$ cat src/rtl/hb8_pkg.sv
package hb8_pkg;

    localparam int STRB_CNT_W = 4;

    typedef enum logic [1:0] {
        M_MUX   = 2'd0,
        M_SPLIT = 2'd1,
        M_CONT  = 2'd2,
        M_FIFO  = 2'd3
    } mode_e;

    typedef enum logic [2:0] {
        ST_IDLE,
        ST_ADDR,
        ST_HOLD,
        ST_STRB,
        ST_KEEP
    } state_e;

    typedef struct packed {
        mode_e      mode;
        logic [1:0] rd_ws;
        logic [1:0] wr_ws;
        logic       rd_trim;
        logic       wr_trim;
    } timing_t;

    // Strobe width in clocks: two per wait-state step, trim takes one off above code 0.
    function automatic logic [STRB_CNT_W-1:0] strobe_len(logic [1:0] ws, logic trim);
        logic [STRB_CNT_W-1:0] base;
        base = STRB_CNT_W'({2'b00, ws} + 4'd1) << 1;
        return base - STRB_CNT_W'(trim && (ws != 2'd0));
    endfunction

endpackage

$ cat src/rtl/hb8_cfg_reg.sv
module hb8_cfg_reg
    import hb8_pkg::*;
#(
    parameter int WAIT_W = 8
) (
    input  logic              clk,
    input  logic              rst,
    input  logic              timing_we,
    input  timing_t           timing_d,
    input  logic              wait_we,
    input  logic [WAIT_W-1:0] wait_d,
    output timing_t           timing_q,
    output logic [WAIT_W-1:0] wait_q
);

    always_ff @(posedge clk) begin
        if (rst) begin
            timing_q <= '0;
            wait_q   <= '1;
        end else begin
            if (timing_we) timing_q <= timing_d;
            if (wait_we)   wait_q   <= wait_d;
        end
    end

endmodule

$ cat src/rtl/hb8_strobe_timer.sv
module hb8_strobe_timer
    import hb8_pkg::*;
(
    input  logic                  clk,
    input  logic                  rst,
    input  logic                  load,
    input  logic [STRB_CNT_W-1:0] len,
    output logic                  last
);

    logic [STRB_CNT_W-1:0] left_q;

    always_ff @(posedge clk) begin
        if (rst)                 left_q <= '0;
        else if (load)           left_q <= len - STRB_CNT_W'(1);
        else if (left_q != '0)   left_q <= left_q - STRB_CNT_W'(1);
    end

    assign last = (left_q == '0);

endmodule

$ cat src/rtl/hb8_holdoff_timer.sv
module hb8_holdoff_timer #(
    parameter int WAIT_W = 8
) (
    input  logic              clk,
    input  logic              rst,
    input  logic              clear,
    input  logic              stall,
    input  logic [WAIT_W-1:0] limit,
    output logic              expire
);

    logic [WAIT_W-1:0] spent_q;

    always_ff @(posedge clk) begin
        if (rst || clear) spent_q <= '0;
        else if (stall)   spent_q <= spent_q + WAIT_W'(1);
    end

    assign expire = stall && (limit != '0) && (spent_q == limit - WAIT_W'(1));

endmodule

$ cat src/rtl/hb8_seq.sv
module hb8_seq
    import hb8_pkg::*;
#(
    parameter int DATA_W = 8,
    parameter int ADDR_W = 8,
    parameter int WAIT_W = 8
) (
    input  logic              clk,
    input  logic              rst,
    input  logic              cfg_timing_we,
    input  logic [1:0]        cfg_mode,
    input  logic [1:0]        cfg_rd_ws,
    input  logic [1:0]        cfg_wr_ws,
    input  logic              cfg_rd_trim,
    input  logic              cfg_wr_trim,
    input  logic              cfg_wait_we,
    input  logic [WAIT_W-1:0] cfg_max_wait,
    input  logic              req_start,
    input  logic              req_write,
    input  logic [ADDR_W-1:0] req_addr,
    input  logic [DATA_W-1:0] req_wdata,
    output logic [DATA_W-1:0] rsp_rdata,
    output logic              rsp_done,
    output logic              rsp_abort,
    output logic              err_timeout,
    output logic              bus_cs_n,
    output logic              bus_rd_n,
    output logic              bus_wr_n,
    output logic              bus_ale,
    output logic [DATA_W-1:0] bus_ad_out,
    output logic              bus_ad_oe,
    input  logic [DATA_W-1:0] bus_ad_in,
    output logic [ADDR_W-1:0] bus_addr,
    input  logic              fifo_full,
    input  logic              fifo_empty
);

    timing_t               timing_d, tcfg_q;
    logic [WAIT_W-1:0]     wait_q;
    state_e                st_q, st_d;
    logic                  wr_q;
    logic [ADDR_W-1:0]     addr_q;
    logic [DATA_W-1:0]     wdata_q;
    logic                  accept, stall, expire, strb_last, strb_load, split_addr;
    logic                  strb_end, hold_abort;
    logic [STRB_CNT_W-1:0] strb_len;

    always_comb begin
        timing_d.mode    = mode_e'(cfg_mode);
        timing_d.rd_ws   = cfg_rd_ws;
        timing_d.wr_ws   = cfg_wr_ws;
        timing_d.rd_trim = cfg_rd_trim;
        timing_d.wr_trim = cfg_wr_trim;
    end

    hb8_cfg_reg #(.WAIT_W(WAIT_W)) u_cfg (
        .clk       (clk),
        .rst       (rst),
        .timing_we (cfg_timing_we),
        .timing_d  (timing_d),
        .wait_we   (cfg_wait_we),
        .wait_d    (cfg_max_wait),
        .timing_q  (tcfg_q),
        .wait_q    (wait_q)
    );

    assign strb_len  = wr_q ? strobe_len(tcfg_q.wr_ws, tcfg_q.wr_trim)
                            : strobe_len(tcfg_q.rd_ws, tcfg_q.rd_trim);
    assign strb_load = (st_d == ST_STRB) && (st_q != ST_STRB);

    hb8_strobe_timer u_strb (
        .clk  (clk),
        .rst  (rst),
        .load (strb_load),
        .len  (strb_len),
        .last (strb_last)
    );

    assign stall = wr_q ? fifo_full : fifo_empty;

    hb8_holdoff_timer #(.WAIT_W(WAIT_W)) u_hold (
        .clk    (clk),
        .rst    (rst),
        .clear  (st_q != ST_HOLD),
        .stall  (stall),
        .limit  (wait_q),
        .expire (expire)
    );

    assign accept     = req_start && ((st_q == ST_IDLE) || (st_q == ST_KEEP));
    assign strb_end   = (st_q == ST_STRB) && strb_last;
    assign hold_abort = (st_q == ST_HOLD) && expire;
    assign split_addr = (tcfg_q.mode == M_SPLIT) || (tcfg_q.mode == M_CONT);

    always_comb begin
        st_d = st_q;
        case (st_q)
            ST_IDLE: if (req_start) st_d = (tcfg_q.mode == M_FIFO) ? ST_HOLD : ST_ADDR;
            ST_ADDR: st_d = ST_STRB;
            ST_HOLD: begin
                if (expire)      st_d = ST_IDLE;
                else if (!stall) st_d = ST_STRB;
            end
            ST_STRB: if (strb_last) st_d = (!wr_q && tcfg_q.mode == M_CONT) ? ST_KEEP : ST_IDLE;
            ST_KEEP: begin
                if (req_start) st_d = (!req_write && tcfg_q.mode == M_CONT) ? ST_STRB : ST_ADDR;
                else           st_d = ST_IDLE;
            end
            default: st_d = ST_IDLE;
        endcase
    end

    always_ff @(posedge clk) begin
        if (rst) begin
            st_q        <= ST_IDLE;
            wr_q        <= 1'b0;
            addr_q      <= '0;
            wdata_q     <= '0;
            rsp_rdata   <= '0;
            rsp_done    <= 1'b0;
            rsp_abort   <= 1'b0;
            err_timeout <= 1'b0;
        end else begin
            st_q      <= st_d;
            rsp_done  <= strb_end || hold_abort;
            rsp_abort <= hold_abort;
            if (hold_abort) err_timeout <= 1'b1;
            if (accept) begin
                wr_q    <= req_write;
                addr_q  <= req_addr;
                wdata_q <= req_wdata;
            end
            if (strb_end && !wr_q) rsp_rdata <= bus_ad_in;
        end
    end

    always_comb begin
        bus_cs_n   = 1'b1;
        bus_rd_n   = 1'b1;
        bus_wr_n   = 1'b1;
        bus_ale    = 1'b0;
        bus_ad_oe  = 1'b0;
        bus_ad_out = '0;
        bus_addr   = '0;
        case (st_q)
            ST_ADDR: begin
                bus_cs_n = 1'b0;
                if (tcfg_q.mode == M_MUX) begin
                    bus_ale    = 1'b1;
                    bus_ad_oe  = 1'b1;
                    bus_ad_out = DATA_W'(addr_q);
                end
                if (split_addr) bus_addr = addr_q;
            end
            ST_HOLD: bus_cs_n = 1'b0;
            ST_STRB: begin
                bus_cs_n = 1'b0;
                bus_rd_n = wr_q;
                bus_wr_n = !wr_q;
                if (wr_q) begin
                    bus_ad_oe  = 1'b1;
                    bus_ad_out = wdata_q;
                end
                if (split_addr) bus_addr = addr_q;
            end
            ST_KEEP: begin
                bus_cs_n = 1'b0;
                bus_rd_n = 1'b0;
                bus_addr = addr_q;
            end
            default: ;
        endcase
    end

endmodule

$ cat config.mk
export PLATFORM = sky130hd
export DESIGN_NAME = hb8_seq
export DESIGN_NICKNAME = d
export VERILOG_FILES = /design/src/rtl/hb8_pkg.sv /design/src/rtl/hb8_cfg_reg.sv /design/src/rtl/hb8_strobe_timer.sv /design/src/rtl/hb8_holdoff_timer.sv /design/src/rtl/hb8_seq.sv
export SDC_FILE = /design/constraint.sdc
export NUM_CORES = 1
export LEC_CHECK = 0
export BUFFER_PORTS_ARGS = -buffer_cell sky130_fd_sc_hd__buf_2
export CAP_MARGIN = 25
export CORE_MARGIN = 1
export CORE_UTILIZATION = 40
export DETAILED_ROUTE_END_ITERATION = 12
export HOLD_SLACK_MARGIN = 0.15
export PLACE_DENSITY = 0.59
export SYNTH_ARGS = -nofsm -noshare
export SYNTH_HDL_FRONTEND = slang
export SYNTH_SLANG_ARGS = --single-unit
$ cat constraint.sdc
create_clock -name clk -period 4.5 [get_ports clk]
set_input_delay 0.9 -clock clk [delete_from_list [all_inputs] [get_ports clk]]
set_output_delay 0.9 -clock clk [all_outputs]
set_load 0.005 [all_outputs]
# --- Word level (Yosys, flattened, before mapping) ---
# Cells that the tools add are included.
word_totals:
  reg_bits: 59
  mem_count: 0
  latchBits: 0
  wordCells: 87
  out_inout_bits: 32
  mem_bits_rw: 0
  romBits: 0
  in_bits: 48
classes:
  div: 0
  bitwise_logic: 0
  n_mux: 25
  mul: 0
  addsub: 8
  magnitude_cmp: 0
  eq_ne: 11
  n_reduce_logical: 27
  shifts: 0
ops:
  columns: ["op", "n"]
  rows:
  - ["$pmux W8 S2", 2]
  - ["$mux W8", 3]
  - ["$mux W3", 5]
  - ["$pmux W3 S5", 1]
  - ["$mux W4", 3]
  - ["$logic_and A1 B1 Y1", 11]
  - ["$eq A3 B2 Y1 const B", 3]
  - ["$add A8 B1 Y8 const B", 1]
  - ["$eq A8 B8 Y1", 1]
  - ["$reduce_bool A8 Y1", 1]
  - ["$sub A4 B1 Y4", 2]
  - ["$sub A4 B1 Y4 const B", 2]
  - ["$sub A8 B1 Y8 const B", 1]
  - ["$add A2 B1 Y3 const B", 2]
  - ["$mux W1", 6]
  - ["$mux W2", 3]
  - ["$ne A3 B2 Y1 const B", 2]
  - ["$reduce_bool A2 Y1", 3]
  - ["$eq A2 B2 Y1 const B", 2]
  - ["$logic_not A4 Y1", 1]
  - ["$logic_or A1 B1 Y1", 4]
  - ["$pmux W1 S2", 2]
  - ["$reduce_bool A4 Y1", 1]
  - ["$reduce_or A4 Y1", 1]
  - ["7 further kinds", 8]

# --- Logic depth before layout (Yosys ltp) ---
depth:
  word_depth: 8
  mapped_depth: 11
  ltp_nobuf: 11

# --- Hierarchy ---
# From an unflattened synthesis, not the netlist that was laid out.
hier_totals:
  hier_cells: 370
  hier_area_um2: 3099.2
by_module_without_submodules:
  columns: ["mod", "area_per_inst_um2", "cells_per_inst", "seq_area_each_um2", "n_inst"]
  rows:
  - ["hb8_seq", 1717.9, 226, 620.6, 1]
  - ["hb8_cfg_reg", 589.3, 52, 320.3, 1]
  - ["hb8_holdoff_timer", 569.3, 70, 160.2, 1]
  - ["hb8_strobe_timer", 222.7, 22, 80.1, 1]

# --- Least setup slack after synthesis ---
# No wires, ideal clock.
synth_path:
  kind: "input-to-reg"
  from: "input req_write"
  to: "register u_strb.left_q[2]"
  cell_stages: 8
  setup_time_ns: 0.074
  path_buffers: 0
  arrival_ns: 2.222
  setup_slack_ns: 2.203
  required_time_ns: 4.426
  cell_sequence: "nand4b_1 -> o21bai_1 -> a22oi_1 -> nor2_1 -> a21oi_1 -> ha_1 -> or3_1 -> a31oi_1"
synth_between:
  elab_chain_len: 8
  word_cells_on_any_way: 9
  cone_classes: "eq/ne (1); mux (4); reduce/logical (4)"
synth_lines:
  columns: ["element", "line_no", "rtl"]
  rows:
  - ["from (decl)", "hb8_seq.sv:19", "input logic req_write,"]
  - ["$logic_not A1 Y1 *", "hb8_seq.sv:106", "if (req_start) st_d = (!req_write && tcfg_q.mode == M_CONT) ? ST_STRB : ST_ADDR;"]
  - ["$logic_and A1 B1 Y1 *", "hb8_seq.sv:106", null]
  - ["$mux W2 * (2 in series)", "hb8_seq.sv:106", null]
  - ["$pmux W3 S5 *", "hb8_seq.sv:97", "case (st_q)"]
  - ["$eq A3 B2 Y1 *", "hb8_seq.sv:69", "assign strb_load = (st_d == ST_STRB) && (st_q != ST_STRB);"]
  - ["$logic_and A1 B1 Y1 *", "hb8_seq.sv:69", null]
  - ["$mux W4 or $reduce_bool A2 Y1 (tied branches)", null, null]
  - ["to (signal assigned)", "hb8_strobe_timer.sv:15", "else if (load) left_q <= len - STRB_CNT_W'(1);"]
  - ["to (signal assigned)", "hb8_strobe_timer.sv:16", "else if (left_q != '0) left_q <= left_q - STRB_CNT_W'(1);"]
  - ["to (decl)", "hb8_strobe_timer.sv:11", "logic [STRB_CNT_W-1:0] left_q;"]
# Every way passes the cells marked *; elsewhere a longest branch is shown, timed or not.
# A chain may end at the register's enable or synchronous reset.

# --- Worst setup path after layout ---
layout_path:
  from: "register st_q[0]"
  to: "output bus_ad_out[5]"
layout_between:
  elab_chain_len: 2
  word_cells_on_any_way: 3
  cone_classes: "eq/ne (2); mux (1)"
layout_lines:
  columns: ["element", "line_no", "rtl"]
  rows:
  - ["from (decl)", "hb8_seq.sv:40", "state_e st_q, st_d;"]
  - ["from (signal assigned)", "hb8_seq.sv:124", "st_q <= st_d;"]
  - ["$eq A3 B2 Y1 or $eq A3 B1 Y1 (tied branches)", "hb8_seq.sv:145", "case (st_q)"]
  - ["$pmux W8 S2 *", "hb8_seq.sv:145", null]
  - ["to (decl)", "hb8_seq.sv:30", "output logic [DATA_W-1:0] bus_ad_out,"]
# Marks and branches as above.

==> impl_results.md <==
* Status: finished clean
* RSZ-0062 raised after global routing: false
* Hold path cells at 2
* Die H at 88.92 microns
* WL met2 at 3027 microns
* Final worst-path cycle share at 62.72%
* Vias in the first global route at 2248
* First-pass GRT wire length at 10470 microns
* Number of synthesized register bits at 59
* Number of fill cells at 729
* Arrival @ worst endpoint at 1920 ps
* Avg Inst Size Synth at 8.464 sq um
* Commonest non-fill, non-tap cell in the layout: buf_2
* Rel. slew slack at 46.15%
* Final hold slack at 452.7 ps
* Library cells used by synthesis at 55
* Clk network pwr share at 34.5%
* Hold path start: rsp_rdata[4]
* Synth warn at 0
* I/O Pins at 80
* Starting density of the core at 41.44%
* Top delay family on crit path: simple AND/OR/NAND/NOR gates
* CP Max Fanout at 12
* Slew Limit Fails at 0
* Crit path buffers/inverters at 1
* CP required at 3600 ps
* Number of flops mapped to enable cells by yosys at 0
* Post-synthesis sequential area ratio at 39.09%
* Final RePlAce weighted congestion at 0.7820
* Post-DP HPWL at 4783 microns
* Clock Root Buffer: clkbuf_8
* Synth Net Count at 417
* First-pass DRT Iterations at 4
* Multi-input gate area at 1715 sq um
* R2r endpoint: u_strb.left_q[2]
* Sequential power share at 40.2%
* GRT Util Overall at 17.41%
* Drt via density at 5.037
* Setup crit start kind: register
* Row Count at 31
* Crit path cell chain: nor2b_1 > and3_1 > a22o_1 > buf_2
* Max Freq at 354.3 MHz
* Combinational Power Share at 25.3%
* Switching Fraction at 32.33%
* Internal power at 1.082 mW
* CP max stage delay at 540 ps
* VDD IR-drop max at 183.4 uV
* Kind of critical path: reg -> out
* Top Layer Used: met4
* PwrDens at 430.8 nW/um^2
* DR iter-0 viols at 77
* Synthesized cell area at 3022 sq um
* Worst Tran Pin Value at 807.7 ps
* CTS tree: done
* Setup TNS at 0 ps
* Post-layout nets at 490
* Slowest stage cell, crit path: dfxtp_1
* R2R Setup Slk at 2130 ps
* Worst r2r src: wr_q
* Final hold viol count at 0
* Largest net degree at the start of global routing at 43
* H-tree levels at 3
* Metal3 WL at 298 microns
* Predominant post-synthesis flop cell: dfxtp_1
* Worst Hold Path EP: rsp_rdata[4]
* Commonest non-fill, non-tap cells in the layout: 79 x buf_2, 61 x nand2_1, 59 x dfxtp_1
* DRT antenna net count at 0
* Die width at 88.92 microns
* Crit end category: output pin
* Port buffer count at 79
* Mapped Cells at 357
* Clock sinks at 59
* Area growth syn-to-layout at 22.77%
* Bufs on Longest Clock Path at 2
* CTS clk-pin slew, worst paths at 70 ps
* Initial antenna violation count at 0
* Asr flop ratio synth at 0%
* Routed met1 length at 3292 microns
* NetSw at 516.7 uW
* Setup bufs post-CTS at 0
* Die area at 7906 sq um
* Share of layout cells above drive strength 1 at 25.29%
* Worst r2r path cells at 8
* WL/cell at 12.64 microns
* Max_cap viols at 0
* DR DRC count at 0
* Num CTS Buffers at 9
* Routed Wire Length at 6751 microns
* Hold WC Path Type: reg -> reg
* Final min period at 2822 ps
* Setup violators final at 0
* Hold Buf Count CTS at 0
* Grt total ovfl at 0
* Clk_lat worst skew at 340 ps
* Layout Skew at 9.925 ps
* PostCTS Resize Cnt at 0
* Via Count at 2690
* # diodes at 0
* CORE AREA at 7292 sq um
* Lkg Pwr at 1.613 nW
* Reg area at 1181 sq um
[metrics by stage]
stage	total power, mW	instances	utilization [%]	worst slack [ps]	cell area (sq um)
floorplan	0.9346	357	-	2203	3022
global placement	1.055	518	47.77	1937	3483
detailed placement	1.059	518	47.77	1872	3483
CTS	1.617	534	50.88	1682	3710
global route	1.706	534	50.88	1537	3710
finish	1.598	534	50.88	1678	3710
[state kept, by name, indices dropped and copies added, names as in the netlist, 3 cells and up]
signal / cells
addr_q: 8
rsp_rdata: 8
u_cfg.timing_q: 8
u_cfg.wait_q: 8
u_hold.spent_q: 8
wdata_q: 8
u_strb.left_q: 4
st_q: 3
[cell type report]
class / instances / area share, %
inverter: 16 / 1.619
multi-input combinational: 264 / 46.24
clock inverter: 6 / 2.395
sequential: 59 / 31.84
clock buffer: 10 / 3.710
tap: 99 / 3.339
timing repair buffer: 80 / 10.86
[worst reg2reg max path, stage by stage (launching register included)]
cell	delay, ps
dfxtp_1	630
mux2i_1	260
a22oi_1	470
nor2_1	100
a21oi_1	130
ha_1	210
nor3b_1	200
o21ai_1	100
a31oi_1	190
[cell families after synthesis]
logic type | Yosys count | share of synthesized area (%)
AND/OR/NAND/NOR | 140 | 22.57
AO/OA/AOI/OAI | 73 | 16.90
adder cells (fa/ha/maj) | 12 | 4.969
flip-flops | 59 | 39.09
buffers and inverters | 34 | 4.348
multiplexers | 18 | 6.045
XOR/XNOR | 21 | 6.087
[power by group through the flow]
stage,clock network [mW],logic [mW],registers [mW]
6_report,0.551,0.405,0.642
5_1_grt,0.592,0.464,0.651
4_1_cts,0.567,0.409,0.641
3_5_place_dp,0,0.406,0.653
3_3_place_gp,0,0.402,0.653
2_1_floorplan,0,0.311,0.623
[worst max path at each step]
stage / startpoint / endpoint / slack [ps] / cells after the start
6_report: st_q[0] / bus_ad_out[5] / 1680 / 4
4_1_cts: st_q[0] / bus_ad_out[0] / 1680 / 4
2_1_floorplan: req_write / u_strb.left_q[2] / 2200 / 8
3_3_place_gp: fifo_full / u_strb.left_q[2] / 1940 / 8
3_5_place_dp: fifo_full / u_strb.left_q[2] / 1870 / 8
5_1_grt: st_q[0] / bus_ad_out[2] / 1540 / 4
[layer usage]
| metal | vias to the layer above | global-route usage (%) |
|---|---|---|
| met4 | 0 | 8.798 |
| met2 | 57 | 26.85 |
| li1 | 1384 | - |
| met5 | - | 0 |
| met1 | 1238 | 22.98 |
| met3 | 11 | 3.786 |
[Yosys cell counts, drive strengths merged (10+ instances only)]
cell type / n / area [sq um]
nand2: 61 / 229.0
dfxtp: 59 / 1181
a21oi: 33 / 165.2
nor2: 27 / 103.9
inv: 16 / 60.06
mux2i: 16 / 160.2
clkbuf: 15 / 56.30
xor2: 14 / 122.6
ha: 12 / 150.1
nand3: 12 / 60.06
a22o: 10 / 87.58
and2: 10 / 62.56
Power figures use the tool's default switching activity.
